<file path="src/rtl/cds_pkg.sv">
package cds_pkg;

    typedef enum logic [2:0] {
        ST_RUN   = 3'd0,
        ST_WBUS  = 3'd1,
        ST_DRAIN = 3'd2,
        ST_OFF   = 3'd3,
        ST_WAKE  = 3'd4
    } cds_state_e;

    typedef struct packed {
        cds_state_e st;
        logic       safe_seen;
    } cds_regs_t;

endpackage

</file>
<file path="src/rtl/cds_safe_point.sv">
module cds_safe_point #(
    parameter int IDX_W       = 3,
    parameter int SAFE_BIT    = 3,
    parameter bit REC_IS_HIGH = 1'b1
) (
    input  logic             bus_idle_i,
    input  logic             bus_off_i,
    input  logic [IDX_W-1:0] imbit_idx_i,
    input  logic             bit_strobe_i,
    input  logic             bus_level_i,
    output logic             safe_o
);
    localparam logic [IDX_W-1:0] SAFE_IDX = IDX_W'(SAFE_BIT);

    logic recessive;

    generate
        if (REC_IS_HIGH) begin : g_rec_high
            assign recessive = bus_level_i;
        end else begin : g_rec_low
            assign recessive = ~bus_level_i;
        end
    endgenerate

    logic im_ok;
    assign im_ok  = bit_strobe_i && (imbit_idx_i == SAFE_IDX) && recessive;
    assign safe_o = bus_idle_i || bus_off_i || im_ok;

endmodule

</file>
<file path="src/rtl/cds_fsm.sv">
module cds_fsm
    import cds_pkg::*;
(
    input  logic       clk,
    input  logic       rst_n,
    input  logic       dis_req_i,
    input  logic       safe_i,
    input  logic       move_busy_i,
    output cds_state_e state_o
);
    cds_regs_t r_d, r_q;

    always_comb begin
        r_d = r_q;
        unique case (r_q.st)
            ST_RUN: begin
                r_d.safe_seen = 1'b0;
                if (dis_req_i) r_d.st = ST_WBUS;
            end
            ST_WBUS: begin
                if (!dis_req_i) begin
                    r_d.st = ST_RUN;
                end else if (safe_i) begin
                    r_d.st        = ST_DRAIN;
                    r_d.safe_seen = 1'b1;
                end
            end
            ST_DRAIN: begin
                if (!dis_req_i) begin
                    r_d.st        = ST_RUN;
                    r_d.safe_seen = 1'b0;
                end else if (!move_busy_i) begin
                    r_d.st = ST_OFF;
                end
            end
            ST_OFF: begin
                if (!dis_req_i) begin
                    r_d.st        = ST_WAKE;
                    r_d.safe_seen = 1'b0;
                end
            end
            ST_WAKE: begin
                r_d.st = ST_RUN;
            end
            default: begin
                r_d.st        = ST_RUN;
                r_d.safe_seen = 1'b0;
            end
        endcase
    end

    always_ff @(posedge clk or negedge rst_n) begin
        if (!rst_n) begin
            r_q.st        <= ST_RUN;
            r_q.safe_seen <= 1'b0;
        end else begin
            r_q <= r_d;
        end
    end

    assign state_o = r_q.st;

    // disabled mode is reached only through a recorded safe bus point
    a_r1_safe_before_off: assert property (@(posedge clk) disable iff (!rst_n)
        (r_q.st == ST_WBUS) |=> (r_q.st != ST_OFF));

    // leaving the bus wait toward the drain happens only on a safe sample
    a_r1_drain_needs_safe: assert property (@(posedge clk) disable iff (!rst_n)
        (r_q.st == ST_WBUS && !safe_i) |=> (r_q.st != ST_DRAIN));

    // a busy move holds off the gating
    a_r2_drain_holds: assert property (@(posedge clk) disable iff (!rst_n)
        (r_q.st == ST_DRAIN && move_busy_i) |=> (r_q.st != ST_OFF));

    // the off state always has a recorded safe point behind it
    a_r1_off_seen: assert property (@(posedge clk) disable iff (!rst_n)
        (r_q.st == ST_OFF) |-> r_q.safe_seen);

endmodule

</file>
<file path="src/rtl/cds_out_decode.sv">
module cds_out_decode
    import cds_pkg::*;
#(
    parameter int               SEL_W      = 2,
    parameter logic [(1<<SEL_W)-1:0] BLOCK_MASK = 4'b1110
) (
    input  logic             clk,
    input  logic             rst_n,
    input  cds_state_e       state_i,
    input  logic [SEL_W-1:0] acc_sel_i,
    output logic             pe_clk_en_o,
    output logic             bm_clk_en_o,
    output logic             rx_ignore_o,
    output logic             tx_recessive_o,
    output logic             not_ready_o,
    output logic             dis_ack_o,
    output logic             acc_blocked_o
);
    logic off;
    assign off = (state_i == ST_OFF);

    assign pe_clk_en_o    = !off;
    assign bm_clk_en_o    = !off;
    assign rx_ignore_o    = off;
    assign tx_recessive_o = off;
    assign dis_ack_o      = off;
    assign not_ready_o    = off || (state_i == ST_WAKE);
    assign acc_blocked_o  = off && BLOCK_MASK[acc_sel_i];

    // acknowledge never appears without not-ready
    a_r5_ack_implies_nr: assert property (@(posedge clk) disable iff (!rst_n)
        dis_ack_o |-> not_ready_o);

    // isolation accompanies the acknowledge
    a_r3_isolated: assert property (@(posedge clk) disable iff (!rst_n)
        dis_ack_o |-> (rx_ignore_o && tx_recessive_o));

    // clocks are stopped whenever acknowledged
    a_r4_clk_off: assert property (@(posedge clk) disable iff (!rst_n)
        dis_ack_o |-> (!pe_clk_en_o && !bm_clk_en_o));

    // not-ready outlives the acknowledge by one cycle
    a_r8_nr_late: assert property (@(posedge clk) disable iff (!rst_n)
        $fell(dis_ack_o) |-> (not_ready_o && pe_clk_en_o));

    // the cycle after that not-ready is clear
    a_r8_nr_clears: assert property (@(posedge clk) disable iff (!rst_n)
        $fell(dis_ack_o) |=> !not_ready_o);

    // blocked access only while acknowledged
    a_r6_block_off_only: assert property (@(posedge clk) disable iff (!rst_n)
        acc_blocked_o |-> dis_ack_o);

endmodule

</file>
<file path="src/rtl/can_disable_seq.sv">
module can_disable_seq
    import cds_pkg::*;
#(
    parameter int IDX_W    = 3,
    parameter int SAFE_BIT = 3,
    parameter int SEL_W    = 2
) (
    input  logic             clk,
    input  logic             rst_n,
    input  logic             dis_req_i,
    input  logic             bus_idle_i,
    input  logic             bus_off_i,
    input  logic [IDX_W-1:0] imbit_idx_i,
    input  logic             bit_strobe_i,
    input  logic             bus_level_i,
    input  logic             move_busy_i,
    input  logic [SEL_W-1:0] acc_sel_i,
    output logic             pe_clk_en_o,
    output logic             bm_clk_en_o,
    output logic             rx_ignore_o,
    output logic             tx_recessive_o,
    output logic             not_ready_o,
    output logic             dis_ack_o,
    output logic             acc_blocked_o
);
    localparam int NREG = 1 << SEL_W;
    localparam logic [NREG-1:0] BLOCK_MASK = {{(NREG-1){1'b1}}, 1'b0};

    logic       safe;
    cds_state_e state;

    cds_safe_point #(
        .IDX_W      (IDX_W),
        .SAFE_BIT   (SAFE_BIT),
        .REC_IS_HIGH(1'b1)
    ) u_safe (
        .bus_idle_i  (bus_idle_i),
        .bus_off_i   (bus_off_i),
        .imbit_idx_i (imbit_idx_i),
        .bit_strobe_i(bit_strobe_i),
        .bus_level_i (bus_level_i),
        .safe_o      (safe)
    );

    cds_fsm u_fsm (
        .clk        (clk),
        .rst_n      (rst_n),
        .dis_req_i  (dis_req_i),
        .safe_i     (safe),
        .move_busy_i(move_busy_i),
        .state_o    (state)
    );

    cds_out_decode #(
        .SEL_W     (SEL_W),
        .BLOCK_MASK(BLOCK_MASK)
    ) u_out (
        .clk           (clk),
        .rst_n         (rst_n),
        .state_i       (state),
        .acc_sel_i     (acc_sel_i),
        .pe_clk_en_o   (pe_clk_en_o),
        .bm_clk_en_o   (bm_clk_en_o),
        .rx_ignore_o   (rx_ignore_o),
        .tx_recessive_o(tx_recessive_o),
        .not_ready_o   (not_ready_o),
        .dis_ack_o     (dis_ack_o),
        .acc_blocked_o (acc_blocked_o)
    );

    // a withdrawn request during either wait leaves clocks and status untouched
    a_r9_abort_clean: assert property (@(posedge clk) disable iff (!rst_n)
        ((state == ST_WBUS || state == ST_DRAIN) && !dis_req_i)
        |=> (pe_clk_en_o && bm_clk_en_o && !not_ready_o && !dis_ack_o));

    // clearing the request in disabled mode restarts the clocks next cycle
    a_r7_wake: assert property (@(posedge clk) disable iff (!rst_n)
        (dis_ack_o && !dis_req_i) |=> (pe_clk_en_o && bm_clk_en_o && !dis_ack_o));

endmodule

</file>
<file path="config.mk">
export PLATFORM = sky130hd
export DESIGN_NAME = can_disable_seq
export DESIGN_NICKNAME = d
export VERILOG_FILES = /design/src/rtl/cds_pkg.sv /design/src/rtl/cds_safe_point.sv /design/src/rtl/cds_fsm.sv /design/src/rtl/cds_out_decode.sv /design/src/rtl/can_disable_seq.sv
export SDC_FILE = /design/constraint.sdc
export NUM_CORES = 1
export LEC_CHECK = 0
export BUFFER_PORTS_ARGS = -buffer_cell sky130_fd_sc_hd__buf_2
export CAP_MARGIN = 20
export CORE_AREA = 3 3 40 42
export CTS_CLUSTER_SIZE = 10
export DETAILED_ROUTE_END_ITERATION = 16
export DIE_AREA = 0 0 43 45
export HOLD_SLACK_MARGIN = 0.06
export PLACE_DENSITY = 0.5
export SLEW_MARGIN = 20
export SYNTH_ARGS = -nofsm -noshare
export SYNTH_HDL_FRONTEND = slang
export SYNTH_SLANG_ARGS = --single-unit
</file>
<file path="constraint.sdc">
create_clock -name clk -period 1.28 [get_ports clk]
set_input_delay 0.192 -clock clk [delete_from_list [all_inputs] [get_ports clk]]
set_output_delay 0.192 -clock clk [all_outputs]
set_load 0.01 [all_outputs]
</file>
==> results of run 1 <==
## worst paths after layout
path                                  start  cells after the start          endpoint  slack [ns]
setup / recovery           u_fsm.state_o[2]                      3     acc_blocked_o       -0.03
hold / removal                    dis_req_i                      2  u_fsm.state_o[2]        0.13
setup reg to reg           u_fsm.state_o[1]                      3  u_fsm.state_o[1]        0.20
hold reg to reg            u_fsm.state_o[0]                      2  u_fsm.state_o[1]        0.65
max in group asynchronous             rst_n                      2  u_fsm.state_o[2]        0.89
min in group asynchronous             rst_n                      2  u_fsm.state_o[1]        0.29
## logic make-up after synthesis
group	count (synthesis)	synth area share [%]
AOI/OAI and AO/OA	2	11.4
buffers and inverters	5	14.4
DFF	3	35.9
and+or+nand+nor	14	38.3
## per-layer routing
layer	up-vias	GRT usage (%)	part of all wire (%)
li1	134	-	-
met1	102	5.83	37
met2	3	9.58	58
met3	0	3.98	5.3
met4	0	1.81	0
met5	-	0	0
## critical path, cell delays in order, from the launching register on
cell and delay [ns]:
dfrtp_1 0.36, nand3b_1 0.26, nor2_1 0.14, buf_2 0.13
## per-stage QoR
| step | utilization (%) | area, µm² |
|---|---|---|
| after CTS | 28.5 | 367 |
| after floorplan | - | 209 |
| after detailed placement | 23.4 | 300 |
| after global routing | 29.6 | 380 |
| after global placement | 23.4 | 300 |
| final | 29.6 | 380 |
## synthesized netlist by cell type
cell type  instances  area (µm²)
a2111oi_2          1        15.0
and4b_1            1        10.0
and4b_2            1        11.3
buf_4              3        22.5
dfrtp_1            3        75.1
inv_1              2        7.51
nand2_1            2        7.51
nand3b_1           2        15.0
nor2_1             6        22.5
nor2b_1            1        6.26
nor3b_1            1        7.51
o311ai_0           1        8.76
## timing repair
item	in CTS	in global routing
pin swaps	2	1
hold buffers	1	0
setup endpoints to repair	4	7
buffers inserted	4	1
hold endpoints to repair	3	0
resized for setup	0	2
## report_power, final
part | total, W | switching [W] | internal, W
registers | 0.000112 | 0.00000798 | 0.000104
clock network | 0.000163 | 0.0000467 | 0.000117
logic | 0.0000907 | 0.0000384 | 0.0000523
total | 0.000366 | 0.0000931 | 0.000273
## cell type report
type / instances / area (µm²)
clock buffer: 4 / 26.3
multi-input combinational: 16 / 104
tap: 15 / 18.8
fill: 150 / 905
inverter: 2 / 7.51
sequential: 3 / 75.1
timing repair buffer: 25 / 149
==> results.ini, run 1 <==
[final_layout]
area_growth_pct=82.0
stdcell_count=65
diodes=0
fin_nets=64
final_cell_mix=buf_2 (18), nor2_1 (6), buf_4 (5), clkbuf_4 (3), dfrtp_1 (3)
largest_reg_flops=3
layout_commonest_cell=buf_2
drive_above_1_share_pct=60.0

[sta]
min_period_ns=1.31
slew_headroom_pct=80.2
grt_setup_unrepaired=true
hold_viol=0
fin_setup_tns_ns=-0.0451
fmax_ghz=0.764
drv_slew=0
setup_viol=3
fin_ws_ns=-0.0295
finalClockSkew_ns=0.000208
worst_slew_pin_slew_ns=0.294
final.period_utilization_pct=102
holdWs_ns=0.126

[synthesis]
yosysSeqAreaShare_pct=35.9
syn_avg_cell_area_um2=8.71
netlist_area_um2=209
ys_seq_elements=3
yosys_warnings=0
syn-num-nets=37
synthCells=24
synth_cell_types=12

[outcome]
failed_checks=setup timing
run_status=finished, violations left

[floorplan]
core-area_um2=1280
placementRows=13
initial_core_util_pct=16.3
io_pins=20
die_area_um2=1940
die_h_um=45
dieWidth_um=43

[placement]
place_inst=55
post-place-ws_ns=0.206
gp_congestion=0.603
io_buffers=19
post-dp-hpwl_um=431

[global_route]
track_usage_pct=5.76
grt_pass1_wl_um=821
grt_pass1_vias=217
grt-ovfl-total=0
grt_max_degree=7
antenna_found_initial=0

[min_path]
min_path_type=input pin to flop

[critical_path]
critical_path_class=flop to output port
crit_fanout=6
cp_data_arrival_time_ns=1.12
setup.worst_path.start_class=flop
cp-end-kind=output port
crit_required_ns=1.09

[power_and_ir_drop]
max-vdd-ir-drop_mv=0.483
totalPowerFinal_w=0.000366
powerDensity_nw_per_um2=961
leakage_nw=0.216

[clock_network]
cts_max_path_buffers=2
h-tree-depth=1
cts_tree=yes
cts.reportedPaths.clkPinSlew_ns=0.04
insertion_delay_ns=0.23
cts.sinks=3
cts_buffers=3
root_buffer=clkbuf_4

[detailed_routing]
dr_total_vias=239
drt_iter0_markers=2
drc=0
avgRoutedWirePerCell_um=7.86
ant_nets=0
viasPerCell=3.68
wl_um=511
firstDrtPassIters=2

[job]
cap_violations=0

Note: power is estimated with default switching activity, not from simulation.
==> run 2: changes to the inputs <==
PLACE_DENSITY = 0.41   (was 0.5)
==> run 2 against run 1 <==
- the run still ends with setup timing left
- sequential share of layout area increased by 1.6 points
- total power increased by 0.88%
- via count increased by 5.9%
- clock skew about the same
- clock power increased by 2%
- sequential power about the same
- combinational power decreased by 4.7%
- critical path type unchanged
- largest cell class unchanged
- largest power group unchanged
==> results.ini, run 2 (synthesis gave the netlist of run 1 again) <==
[global_route]
grt_pass1_vias=233  ; +7.4%
grt_max_degree=7  ; unchanged
antenna_found_initial=0  ; unchanged
track_usage_pct=6.92  ; +1.2 points
grt-ovfl-total=0  ; unchanged
grt_pass1_wl_um=876  ; +6.7%

[final_layout]
diodes=0  ; unchanged
final-seq-area_um2=77.6  ; +3.3%
area_growth_pct=74.3
largest_reg_flops=3  ; unchanged
fillers=154  ; +2.7%
final_cell_mix=buf_2 (19), nor2_1 (5), clkbuf_4 (3), buf_4 (3)
layout.cell_area.non_filler_um2=364  ; -4.3%
fin_nets=62  ; -3.1%
multi_input_area_um2=106  ; +2.4%
layout_commonest_cell=buf_2
drive_above_1_share_pct=62.5  ; +2.5 points
final_util_pct=28.3  ; -1.3 points

[outcome]
failed_checks=setup timing
run_status=finished, violations left

[placement]
gp_congestion=0.636  ; +5.5%
post-dp-hpwl_um=442  ; +2.5%
placed_area_um2=300  ; unchanged
io_buffers=19  ; unchanged
post-place-ws_ns=0.184  ; -0.0223 ns

[power_and_ir_drop]
powerDensity_nw_per_um2=1010  ; +5.4%
max-vdd-ir-drop_mv=0.312  ; -35%
leakage_nw=0.207  ; -4.3%

[floorplan]
die_h_um=45  ; unchanged
dieWidth_um=43  ; unchanged
io_pins=20  ; unchanged
initial_core_util_pct=16.3  ; unchanged
core-area_um2=1280  ; unchanged
placementRows=13  ; unchanged
die_area_um2=1940  ; unchanged

[detailed_routing]
drc=0  ; unchanged
dr_total_vias=253  ; +5.9%
avgRoutedWirePerCell_um=9.38  ; +19%
ant_nets=0  ; unchanged
wl_um=591  ; +16%
firstDrtPassIters=2  ; unchanged
drt_iter0_markers=2  ; unchanged
viasPerCell=4.02  ; +9.2%

[sta]
drv_slew=0  ; unchanged
setup_viol=1  ; -2
worst_slew_pin_slew_ns=0.302  ; +0.00787 ns
final.period_utilization_pct=101  ; -1.3 points
finalClockSkew_ns=0.000389  ; +0.000181 ns
hold_viol=0  ; unchanged
min_period_ns=1.29  ; -0.0165 ns
fmax_ghz=0.773  ; +1.3%
fin_setup_tns_ns=-0.0130  ; +0.0321 ns
grt_setup_unrepaired=true
fin_ws_ns=-0.0130  ; +0.0165 ns
slew_headroom_pct=79.6  ; -0.53 points

[clock_network]
cts_buffers=3  ; unchanged
h-tree-depth=1  ; unchanged
cts.reportedPaths.clkPinSlew_ns=0.04  ; about the same
root_buffer=clkbuf_4
insertion_delay_ns=0.23  ; about the same
cts_max_path_buffers=2  ; unchanged
cts.sinks=3  ; unchanged
cts_tree=yes

[job]
cap_violations=0  ; unchanged

[critical_path]
cpMaxStageDelayCell=dfrtp_1
cp_num_buf_inv=1  ; unchanged
setup.worst_path.start_class=flop
critical_path_class=flop to output port
crit_family=simple AND/OR/NAND/NOR gates
cp_data_arrival_time_ns=1.10  ; -0.02 ns
crit_required_ns=1.09  ; about the same
cp-end-kind=output port
max_stage_delay_ns=0.36  ; about the same
crit_fanout=6  ; unchanged
crit_chain=nand3b_1 -> nor2_1 -> buf_2

[min_path]
min_path_type=input pin to flop

## run 2: cell count changes in the layout (fill, tap and decap cells not counted), sizes merged
cell / before / now
buf: 24 / 22
## run 2: area by class of cell
class	count	share of cell area [%]
tap	15	5.15
clock buffer	4	7.22
timing repair buffer	23	35.1
multi-input combinational	16	29.2
sequential	3	21.3
inverter	2	2.06
## run 2: path summary, 6_finish.rpt
kind	startpoint	endpoint	slack [ns]	depth (start not counted)
max	u_fsm.state_o[2]	acc_blocked_o	-0.01	3
min	dis_req_i	u_fsm.state_o[2]	0.12	2
max reg2reg	u_fsm.state_o[1]	u_fsm.state_o[1]	0.18	3
min reg2reg	u_fsm.state_o[2]	u_fsm.state_o[2]	0.63	2
max in group asynchronous	rst_n	u_fsm.state_o[1]	0.87	2
min in group asynchronous	rst_n	u_fsm.state_o[2]	0.29	2
## run 2: what timing repair did
item,CTS,global route
pin swaps,2,1
hold endpoints to repair,3,0
setup buffers,1,2
hold buffers,1,0
gates resized for setup,1,2
setup endpoints to repair,5,7
## run 2: report_power, final
part | internal, W | leakage (nW) | switching [W]
sequential | 0.000105 | 0.0368 | 0.0000104
combinational | 0.0000477 | 0.155 | 0.0000387
clock | 0.000117 | 0.0150 | 0.0000502
## run 2: worst reg2reg max path, delay by kind of cell (launching register included)
| family | cells | cell delay, ns |
|---|---|---|
| AOI/OAI and AO/OA | 1 | 0.32 |
| buffers and inverters | 1 | 0.15 |
| DFF | 1 | 0.42 |
| and+or+nand+nor | 1 | 0.08 |
## run 2: routing by layer
layer	vias to the layer above	routed length, µm	GRT usage, %
met1	105	254	7.49
li1	128	-	-
met2	18	243	8.98
met4	0	14	10.8
met5	-	0	0
met3	2	78	1.59
## run 2: per-stage QoR
stage | hold WS [ns] | power, W | cells
global route | 0.110 | 0.000403 | 63
detailed placement | -0.0123 | 0.000186 | 55
finish | 0.124 | 0.000369 | 63
global placement | -0.00766 | 0.000188 | 55
floorplan | -0.104 | 0.000154 | 24
CTS | 0.112 | 0.000365 | 61
